<file path="src/rtl/usbtx_pkg.sv">
package usbtx_pkg;
   typedef enum logic [2:0] {
      TX_IDLE,
      TX_PREP,
      TX_DATA,
      TX_SE0,
      TX_EOPJ
   } tx_state_t;

   localparam logic [7:0] SYNC_BYTE = 8'h80;
endpackage

</file>
<file path="src/rtl/usbtx_bit_timer.sv">
module usbtx_bit_timer #(
   parameter int CLKS_PER_BIT = 8
) (
   input  logic clk,
   input  logic rst_n,
   input  logic clr,
   output logic tick
);
   localparam int CW = $clog2(CLKS_PER_BIT);
   localparam logic [CW-1:0] LAST = CW'(CLKS_PER_BIT - 1);

   logic [CW-1:0] cnt;

   if (CLKS_PER_BIT < 4) begin : g_bad_rate
      $error("CLKS_PER_BIT must be at least 4");
   end

   if ((CLKS_PER_BIT & (CLKS_PER_BIT - 1)) == 0) begin : g_wrap
      always_ff @(posedge clk) begin
         if (!rst_n || clr) cnt <= '0;
         else               cnt <= cnt + 1'b1;
      end
   end else begin : g_cmp
      always_ff @(posedge clk) begin
         if (!rst_n || clr)  cnt <= '0;
         else if (cnt == LAST) cnt <= '0;
         else                cnt <= cnt + 1'b1;
      end
   end

   assign tick = (cnt == LAST) && !clr;


   tick_gap_chk: assert property (@(posedge clk) disable iff (!rst_n)
      tick |=> !tick);
endmodule

</file>
<file path="src/rtl/usbtx_nrzi_stuff.sv">
module usbtx_nrzi_stuff #(
   parameter int STUFF_RUN = 6
) (
   input  logic clk,
   input  logic rst_n,
   input  logic init,
   input  logic step,
   input  logic bit_in,
   output logic stuff_due,
   output logic line_k
);
   localparam int OW = $clog2(STUFF_RUN + 1);

   logic [OW-1:0] ones;

   if (STUFF_RUN < 1) begin : g_bad_run
      $error("STUFF_RUN must be positive");
   end

   assign stuff_due = (ones == OW'(STUFF_RUN));

   always_ff @(posedge clk) begin
      if (!rst_n || init) begin
         line_k <= 1'b0;
         ones   <= '0;
      end else if (step) begin
         if (stuff_due || !bit_in) begin
            line_k <= ~line_k;
            ones   <= '0;
         end else begin
            ones <= ones + 1'b1;
         end
      end
   end


   run_limit_chk: assert property (@(posedge clk) disable iff (!rst_n)
      ones <= OW'(STUFF_RUN));

   stuff_toggle_chk: assert property (@(posedge clk) disable iff (!rst_n)
      (step && stuff_due && !init) |=> (line_k != $past(line_k)));
endmodule

</file>
<file path="src/rtl/lsusb_tx.sv">
module lsusb_tx
   import usbtx_pkg::*;
#(
   parameter int CLKS_PER_BIT = 8,
   parameter int LEN_W        = 8,
   parameter int STUFF_RUN    = 6,
   parameter int ADDR_W       = 7
) (
   input  logic              clk,
   input  logic              rst_n,
   input  logic              send_req,
   input  logic [LEN_W-1:0]  send_len,
   input  logic              hs_req,
   input  logic [7:0]        hs_pid,
   input  logic              src_valid,
   input  logic [7:0]        src_data,
   output logic              src_ready,
   input  logic              new_addr_vld,
   input  logic [ADDR_W-1:0] new_addr,
   output logic [ADDR_W-1:0] dev_addr,
   output logic              usb_dp,
   output logic              usb_dm,
   output logic              usb_oe,
   output logic              busy
);
   localparam int BW = $clog2(8 + 1);

   if (LEN_W < 1 || ADDR_W < 1) begin : g_bad_width
      $error("LEN_W and ADDR_W must be positive");
   end

   tx_state_t         st;
   logic [7:0]        shreg;
   logic [BW-1:0]     bits_left;
   logic [LEN_W-1:0]  bytes_left;
   logic              hs_mode;
   logic [7:0]        pid_q;
   logic              aborted;
   logic              eop_half;

   logic tick, tmr_clr, start, bnd, stuff_due, line_k;
   logic byte_done, need, cur_valid, take, go_eop, enc_step, emit_bit;
   logic [7:0] cur_byte;

   assign start    = (st == TX_IDLE) && (send_req || hs_req);
   assign tmr_clr  = (st == TX_IDLE) || (st == TX_PREP);
   assign bnd      = (st == TX_PREP) || ((st == TX_DATA) && tick);
   assign byte_done = (bits_left == '0);
   assign cur_byte = hs_mode ? pid_q : src_data;
   assign cur_valid = hs_mode || src_valid;
   assign need     = bnd && !stuff_due && byte_done;
   assign take     = need && (bytes_left != '0) && cur_valid;
   assign go_eop   = need && !take;
   assign enc_step = bnd && !go_eop;
   assign emit_bit = byte_done ? cur_byte[0] : shreg[0];
   assign src_ready = take && !hs_mode;

   usbtx_bit_timer #(.CLKS_PER_BIT(CLKS_PER_BIT)) u_timer (
      .clk   (clk),
      .rst_n (rst_n),
      .clr   (tmr_clr),
      .tick  (tick)
   );

   usbtx_nrzi_stuff #(.STUFF_RUN(STUFF_RUN)) u_enc (
      .clk       (clk),
      .rst_n     (rst_n),
      .init      (start),
      .step      (enc_step),
      .bit_in    (emit_bit),
      .stuff_due (stuff_due),
      .line_k    (line_k)
   );

   always_ff @(posedge clk) begin
      if (!rst_n) begin
         st         <= TX_IDLE;
         shreg      <= '0;
         bits_left  <= '0;
         bytes_left <= '0;
         hs_mode    <= 1'b0;
         pid_q      <= '0;
         aborted    <= 1'b0;
         eop_half   <= 1'b0;
         dev_addr   <= '0;
      end else begin
         unique case (st)
            TX_IDLE: if (start) begin
               st         <= TX_PREP;
               shreg      <= SYNC_BYTE;
               bits_left  <= BW'(8);
               bytes_left <= send_req ? send_len : LEN_W'(1);
               hs_mode    <= !send_req;
               pid_q      <= hs_pid;
               aborted    <= 1'b0;
            end
            TX_PREP, TX_DATA: if (bnd) begin
               if (go_eop) begin
                  st       <= TX_SE0;
                  aborted  <= (bytes_left != '0);
                  eop_half <= 1'b0;
               end else begin
                  st <= TX_DATA;
                  if (!stuff_due) begin
                     if (byte_done) begin
                        shreg      <= cur_byte >> 1;
                        bits_left  <= BW'(7);
                        bytes_left <= bytes_left - 1'b1;
                     end else begin
                        shreg     <= shreg >> 1;
                        bits_left <= bits_left - 1'b1;
                     end
                  end
               end
            end
            TX_SE0: if (tick) begin
               if (eop_half) st <= TX_EOPJ;
               eop_half <= 1'b1;
            end
            TX_EOPJ: if (tick) begin
               st <= TX_IDLE;
               if (!hs_mode && !aborted && new_addr_vld) dev_addr <= new_addr;
            end
            default: st <= TX_IDLE;
         endcase
      end
   end

   always_comb begin
      usb_dp = 1'b0;
      usb_dm = 1'b0;
      unique case (st)
         TX_PREP, TX_EOPJ: usb_dm = 1'b1;
         TX_DATA: begin
            usb_dp = line_k;
            usb_dm = ~line_k;
         end
         default: ;
      endcase
   end

   assign usb_oe = (st == TX_DATA) || (st == TX_SE0) || (st == TX_EOPJ);
   assign busy   = (st != TX_IDLE);


   no_se1_chk: assert property (@(posedge clk) disable iff (!rst_n)
      !(usb_dp && usb_dm));

   oe_claim_chk: assert property (@(posedge clk) disable iff (!rst_n)
      $rose(usb_oe) |-> ($past(usb_dm && !usb_dp) && busy));

   oe_release_chk: assert property (@(posedge clk) disable iff (!rst_n)
      $fell(usb_oe) |-> (!usb_dp && !usb_dm && !busy && $past(usb_dm && !usb_dp)));

   src_take_chk: assert property (@(posedge clk) disable iff (!rst_n)
      src_ready |-> (src_valid && usb_oe));

   hs_no_src_chk: assert property (@(posedge clk) disable iff (!rst_n)
      hs_mode |-> !src_ready);
endmodule

</file>
<file path="config.mk">
export PLATFORM = sky130hd
export DESIGN_NAME = lsusb_tx
export DESIGN_NICKNAME = d
export VERILOG_FILES = /design/src/rtl/usbtx_pkg.sv /design/src/rtl/usbtx_bit_timer.sv /design/src/rtl/usbtx_nrzi_stuff.sv /design/src/rtl/lsusb_tx.sv
export SDC_FILE = /design/constraint.sdc
export NUM_CORES = 1
export LEC_CHECK = 0
export ABC_AREA = 0
export BUFFER_PORTS_ARGS = -buffer_cell sky130_fd_sc_hd__buf_2
export CAP_MARGIN = 20
export CORE_UTILIZATION = 50
export CTS_CLUSTER_DIAMETER = 200
export CTS_CLUSTER_SIZE = 14
export DETAILED_ROUTE_END_ITERATION = 7
export GPL_TIMING_DRIVEN = 1
export HOLD_SLACK_MARGIN = 0.02
export PLACE_DENSITY = 0.73
export SLEW_MARGIN = 20
export SYNTH_ARGS = -nofsm -noshare
export SYNTH_HDL_FRONTEND = slang
export SYNTH_HIERARCHICAL = 1
export SYNTH_SLANG_ARGS = --single-unit
</file>
<file path="constraint.sdc">
create_clock -name clk -period 3.55 [get_ports clk]
set_input_delay 1.065 -clock clk [delete_from_list [all_inputs] [get_ports clk]]
set_output_delay 1.065 -clock clk [all_outputs]
set_load 0.01 [all_outputs]
</file>
* Word level (Yosys, flattened, before mapping)
Cells that the tools add are included.
** Cells by class
- Mux-type cells :: 39
- Bitwise gates (word level) :: 1
- Reduce and logical (&&, ||, !) cells :: 46
- Equality and inequality tests :: 15
- Multipliers :: 0
- Order comparisons :: 0
- Add/sub/neg operators :: 4
- Shift operators :: 0
- Div/mod/pow operators :: 0
** Operators with widths (count)
- $mux W8 :: 11
- $pmux W8 S2 :: 2
- $mux W4 :: 5
- $mux W3 :: 6
- $ne A2 B2 Y1 const B :: 8
- $logic_and A1 B1 Y1 :: 12
- $pmux W3 S4 :: 1
- $reduce_and A5 Y1 :: 2
- $eq A3 B3 Y1 const B :: 3
- $logic_not A1 Y1 :: 9
- $logic_or A1 B1 Y1 :: 9
- $mux W1 :: 9
- $pmux W4 S2 :: 1
- $reduce_and A4 Y1 :: 2
- $reduce_bool A8 Y1 :: 1
- $sub A8 B1 Y8 const B :: 1
- $mux W7 :: 1
- $add A3 B1 Y3 const B :: 2
- $eq A3 B2 Y1 const B :: 2
- $pmux W1 S2 :: 3
- $reduce_and A6 Y1 :: 1
- $logic_not A4 Y1 :: 1
- $reduce_and A2 Y1 :: 2
- $reduce_bool A2 Y1 :: 2
- 8 further kinds :: 9
** Storage, ports and cells
- Bits in read-only memories :: 0
- Bits in writable memories :: 0
- Register bits after elaboration :: 48
- Latch bits :: 0
- Memories kept :: 0
- Bits of input ports :: 37

* Longest topological paths before layout
- Depth after elaboration :: 15
- Depth in mapped cells :: 11
- Depth with buffers taken out :: 9

* Cells and area by module
Netlist, hierarchy kept.
** Modules (own cells, without submodules)
- lsusb_tx :: area an instance 2258.4 um^2, times used 1, cells each 265
- usbtx_nrzi_stuff :: area an instance 198.9 um^2, times used 1, cells each 22
- usbtx_bit_timer :: area an instance 116.4 um^2, times used 1, cells each 9

* Least setup slack after synthesis
Ideal clock, no wire load.
- Path type :: reg-to-output
- Start :: reg st[2]
- End :: out src_ready
- Stages on the path, launching flop included :: 9
- Data required time :: 2485 ps
- Data arrival time :: 2420 ps
- Setup slack :: 65 ps
- Cell sequence :: dfxtp_1 > clkbuf_1 > clkbuf_1 > nor2_1 > nor2b_1 > clkbuf_1 > nand3b_1 > a2111oi_4 > nor4bb_1
** Between the ends
- Longest elaborated chain between the ends :: 11
- Elaborated cells on any way between the ends :: 13
** RTL lines
- start, declared :: RTL line lsusb_tx.sv:32 : tx_state_t st;
- start signal, assigned :: RTL line lsusb_tx.sv:77 : st <= TX_IDLE;
- start signal, assigned :: RTL line lsusb_tx.sv:89 : st <= TX_PREP;
- start signal, assigned :: RTL line lsusb_tx.sv:99 : st <= TX_SE0;
- $eq A3 B1 Y1 / $logic_not A3 Y1 (equally long branches) :: RTL line lsusb_tx.sv:46 : assign tmr_clr = (st == TX_IDLE) || (st == TX_PREP);
- $logic_or A1 B1 Y1 * :: RTL line lsusb_tx.sv:46
- net tmr_clr :: RTL line lsusb_tx.sv:41 : logic tick, tmr_clr, start, bnd, stuff_due, line_k;
- $logic_not A1 Y1 * :: RTL line usbtx_bit_timer.sv:31 : assign tick = (cnt == LAST) && !clr;
- $logic_and A1 B1 Y1 * :: RTL line usbtx_bit_timer.sv:31
- net tick :: RTL line lsusb_tx.sv:41
- $logic_and A1 B1 Y1 * :: RTL line lsusb_tx.sv:47 : assign bnd = (st == TX_PREP) || ((st == TX_DATA) && tick);
- $logic_or A1 B1 Y1 * :: RTL line lsusb_tx.sv:47
- $logic_and A1 B1 Y1 * (2 in a row) :: RTL line lsusb_tx.sv:51 : assign need = bnd && !stuff_due && byte_done;
- $logic_and A1 B1 Y1 * (2 in a row) :: RTL line lsusb_tx.sv:52 : assign take = need && (bytes_left != '0) && cur_valid;
- $logic_and A1 B1 Y1 * :: RTL line lsusb_tx.sv:56 : assign src_ready = take && !hs_mode;
- end, declared :: RTL line lsusb_tx.sv:17 : output logic src_ready,
The timed path passes the listed nets; every way through them passes the cells marked *.

* Final worst setup path
- Start :: reg bits_left[0]
- End :: out src_ready
** Between the ends
- Longest elaborated chain between the ends :: 5
** RTL lines
- start, declared :: RTL line lsusb_tx.sv:34 : logic [BW-1:0] bits_left;
- start signal, assigned :: RTL line lsusb_tx.sv:111 : bits_left <= bits_left - 1'b1;
- $logic_not A4 Y1 :: RTL line lsusb_tx.sv:48 : assign byte_done = (bits_left == '0);
- $logic_and A1 B1 Y1 :: RTL line lsusb_tx.sv:51
- $logic_and A1 B1 Y1 (2 in a row) :: RTL line lsusb_tx.sv:52
- $logic_and A1 B1 Y1 :: RTL line lsusb_tx.sv:56
Every way passes these cells.

==> metrics.txt <==
Sw Share 40.8%; CTS Buf Count 5; Routed Antenna Nets 0; gr usage total 21.2%; Post-CTS Setup Inserts 0; die span in x 73.7 microns; DRT iter0 DRCs 135; Filler cells 433; crit path DAT 2.27 ns; htree depth 2; mapped cell area 2570 sq um; number of global-route vias before repair 2021; # setup viols final 0; Leak 1.29 nW; Initial Utilization 53.1%; syn_nets 340; root buf cell clkbuf_8; area of the core 4850 sq um; drt first pass iters 4; area grow syn2layout 15.4%; status finished clean; io pins 49; total chip power 0.00228 W; Crit Path Class flip-flop to primary output; synth unique cells 58; Post-synth EDFFs 0; Comb power frac 48.2%; clk buf depth 2; Most used DFF post-synth dfxtp_1; global route total overflow 0; Pins Over Slew Limit 0; Reg power frac 34.6%; clock sink total 48; WL/cell 13.1 microns; GPL Wtd Cong 0.797; clock-pin slew on the worst setup and hold paths 0.09 ns; Post-Route WL 5340 microns; initial antenna violation count 0; Nets 383; ant diodes 0; Max stage delay on crit path 0.44 ns; Setup crit end kind primary output; CP Cell Sequence inv_1 -> ha_1 -> or3b_4 -> a2111oi_4 -> nor4bb_1 -> buf_2; relative slew slack 57.2%; number of core rows 25; Clock power frac 17.2%; via count 2192; Skew-Pair Late Insertion Delay 0.30 ns; global-route wire length before repair 8920 microns; CP Max Fanout 7; internal power 0.00135 W; Max-cap violations 0; adder-cell share of the synthesized area 3.40%; I/O Buffers 48; max frequency 300 MHz; full die area 5440 sq um; number of synthesized register bits 48; Yosys warnings 6; Hold Vio Cnt, Final 0; unrepaired setup endpoints after global routing no; Post-Route Setup TNS 0 ns; CTS tree built; Slew @ Worst Pin 0.643 ns; Post-Synth XOR/XNOR Area 2.38%; Synth Instances 296; Switch Pwr 0.000932 W; largest net degree at the start of global routing 31; layout cells sized above 1 23.5%; DRC Markers 0; Setup Skew 0.00704 ns; design area 2970 sq um; Post-DP Area 2860 sq um; compound-cell area share of the yosys netlist 21.5%; post-DP HPWL 3750 microns; multiplexer area fraction after synthesis 8.17%; final worst path period share 94.0%; Die H 73.7 microns; class of the worst hold path flip-flop to flip-flop; footprint of the multi-input gates 1470 sq um; register area share after synthesis 37.3%; Setup crit start kind flip-flop; peak supply drop 338 uV; pwr/cell area 769 nW/um^2; Simple-Gate Fraction of Synth Area 21.4%; Final min period 3.34 ns; post-DR vias/cell 5.39; CP max stage cell or3b_4; syn_area_per_cell 8.69 sq um; Sequential Area 961 sq um; largest family of logic cells by synthesized area compound AO/OA/AOI/OAI gates; Crit path required time 2.48 ns; Synth async-reset ratio 0%
==> area by class of cell <==
class / instances / share of cell area, %
clock buffers: 6 / 2.44
clock inverters: 2 / 1.18
inverters: 12 / 1.52
multi-input cells: 216 / 49.6
flip-flops and latches: 48 / 32.4
well taps: 67 / 2.82
repair buffers: 56 / 10.1
==> flip-flops by register name (all words and copies together), names as in the netlist, 3 cells and up <==
register     cells
bytes_left       8
pid_q            8
shreg            8
dev_addr         7
bits_left        4
st               3
u_enc/ones       3
u_timer/cnt      3
==> critical path, delay by kind of cell, from the launching register on <==
| family | cells | cell delay, ns |
|---|---|---|
| flip-flops | 1 | 0.33 |
| AO/OA/AOI/OAI | 1 | 0.41 |
| adder cells (fa/ha/maj) | 1 | 0.18 |
| buffers and inverters | 2 | 0.27 |
| AND/OR/NAND/NOR | 2 | 0.77 |
==> Yosys cell counts, types with 4 or more instances <==
master     count  area (sq um)
nor2_1        22          82.6
nand2_1       41           154
xnor2_1        4          35.0
a21oi_1       23           115
clkbuf_1      12          45.0
mux2i_1       21           210
o21ai_0        7          35.0
ha_1           7          87.6
inv_1         10          37.5
nand2b_1       7          43.8
o2111ai_1      7          61.3
nor3_1         5          25.0
dfxtp_1       48           961
nor2b_1        4          25.0
nand3_1        6          30.0
==> cell usage in the layout, fill, tap and decap left out, types with 2 or more instances in the layout <==
master,instances
mux2i_1,21
nand2b_4,3
and3b_1,2
nor4b_1,2
o21a_1,3
a21oi_2,3
nor2_1,22
o21ai_1,2
nand3_1,6
or4_1,2
a221oi_2,3
ha_1,7
a21boi_1,2
xnor2_1,4
nand2_1,41
o211ai_1,2
a31oi_1,3
nor3_1,5
nand3b_1,2
dfxtp_1,48
nor2b_1,4
clkbuf_8,5
nand2b_1,7
inv_1,10
or3_1,2
buf_2,48
o2111ai_1,7
o21ai_0,7
buf_4,8
a2bb2oi_1,2
xor2_1,3
a21oi_1,23
a211oi_1,2
o31ai_1,2
==> through the flow <==
step                cells  utilization [%]  worst slack, ns  hold slack, ns
floorplan             296                -           0.0649           0.405
global placement      399             59.0            0.487           0.413
detailed placement    399             59.0            0.442           0.421
CTS                   407             61.2            0.105           0.434
global route          407             61.2           0.0414           0.479
finish                407             61.2            0.213           0.431
==> logic make-up after synthesis <==
| group | Yosys count |
|---|---|
| AND/OR/NAND/NOR | 107 |
| AO/OA/AOI/OAI | 74 |
| flip-flops | 48 |
| buffers and inverters | 32 |
| multiplexers | 21 |
| XOR/XNOR | 7 |
| adder cells (fa/ha/maj) | 7 |
==> final timing paths <==
path	start	endpoint	slack, ns	cells after the start
worst max-delay path	bits_left[0]	src_ready	0.21	6
worst min-delay path	u_timer/cnt[0]	u_timer/cnt[0]	0.43	1
worst max register to register	u_timer/cnt[0]	bits_left[2]	0.98	10
worst min register to register	u_timer/cnt[0]	u_timer/cnt[0]	0.43	1
==> routing by layer <==
layer	wire, microns	track usage [%]
met1	2620	28.0
met2	2450	34.6
met3	223	4.94
met4	48	5.34
met5	0	0
==> power groups by stage <==
stage / Clock, W / Sequential (W) / Combinational, W
floorplan: 0 / 0.000752 / 0.000917
detailed placement: 0 / 0.000800 / 0.00108
CTS: 0.000400 / 0.000788 / 0.00109
global route: 0.000421 / 0.000812 / 0.00123
finish: 0.000392 / 0.000790 / 0.00110
global placement: 0 / 0.000792 / 0.00107
==> timing repair <==
action | CTS | global route
hold buffers | 0 | 0
endpoints found under the setup margin | 0 | 1
resized for setup | 0 | 1
hold endpoints to repair | 0 | 0
Note: power is estimated with default switching activity, not from simulation.
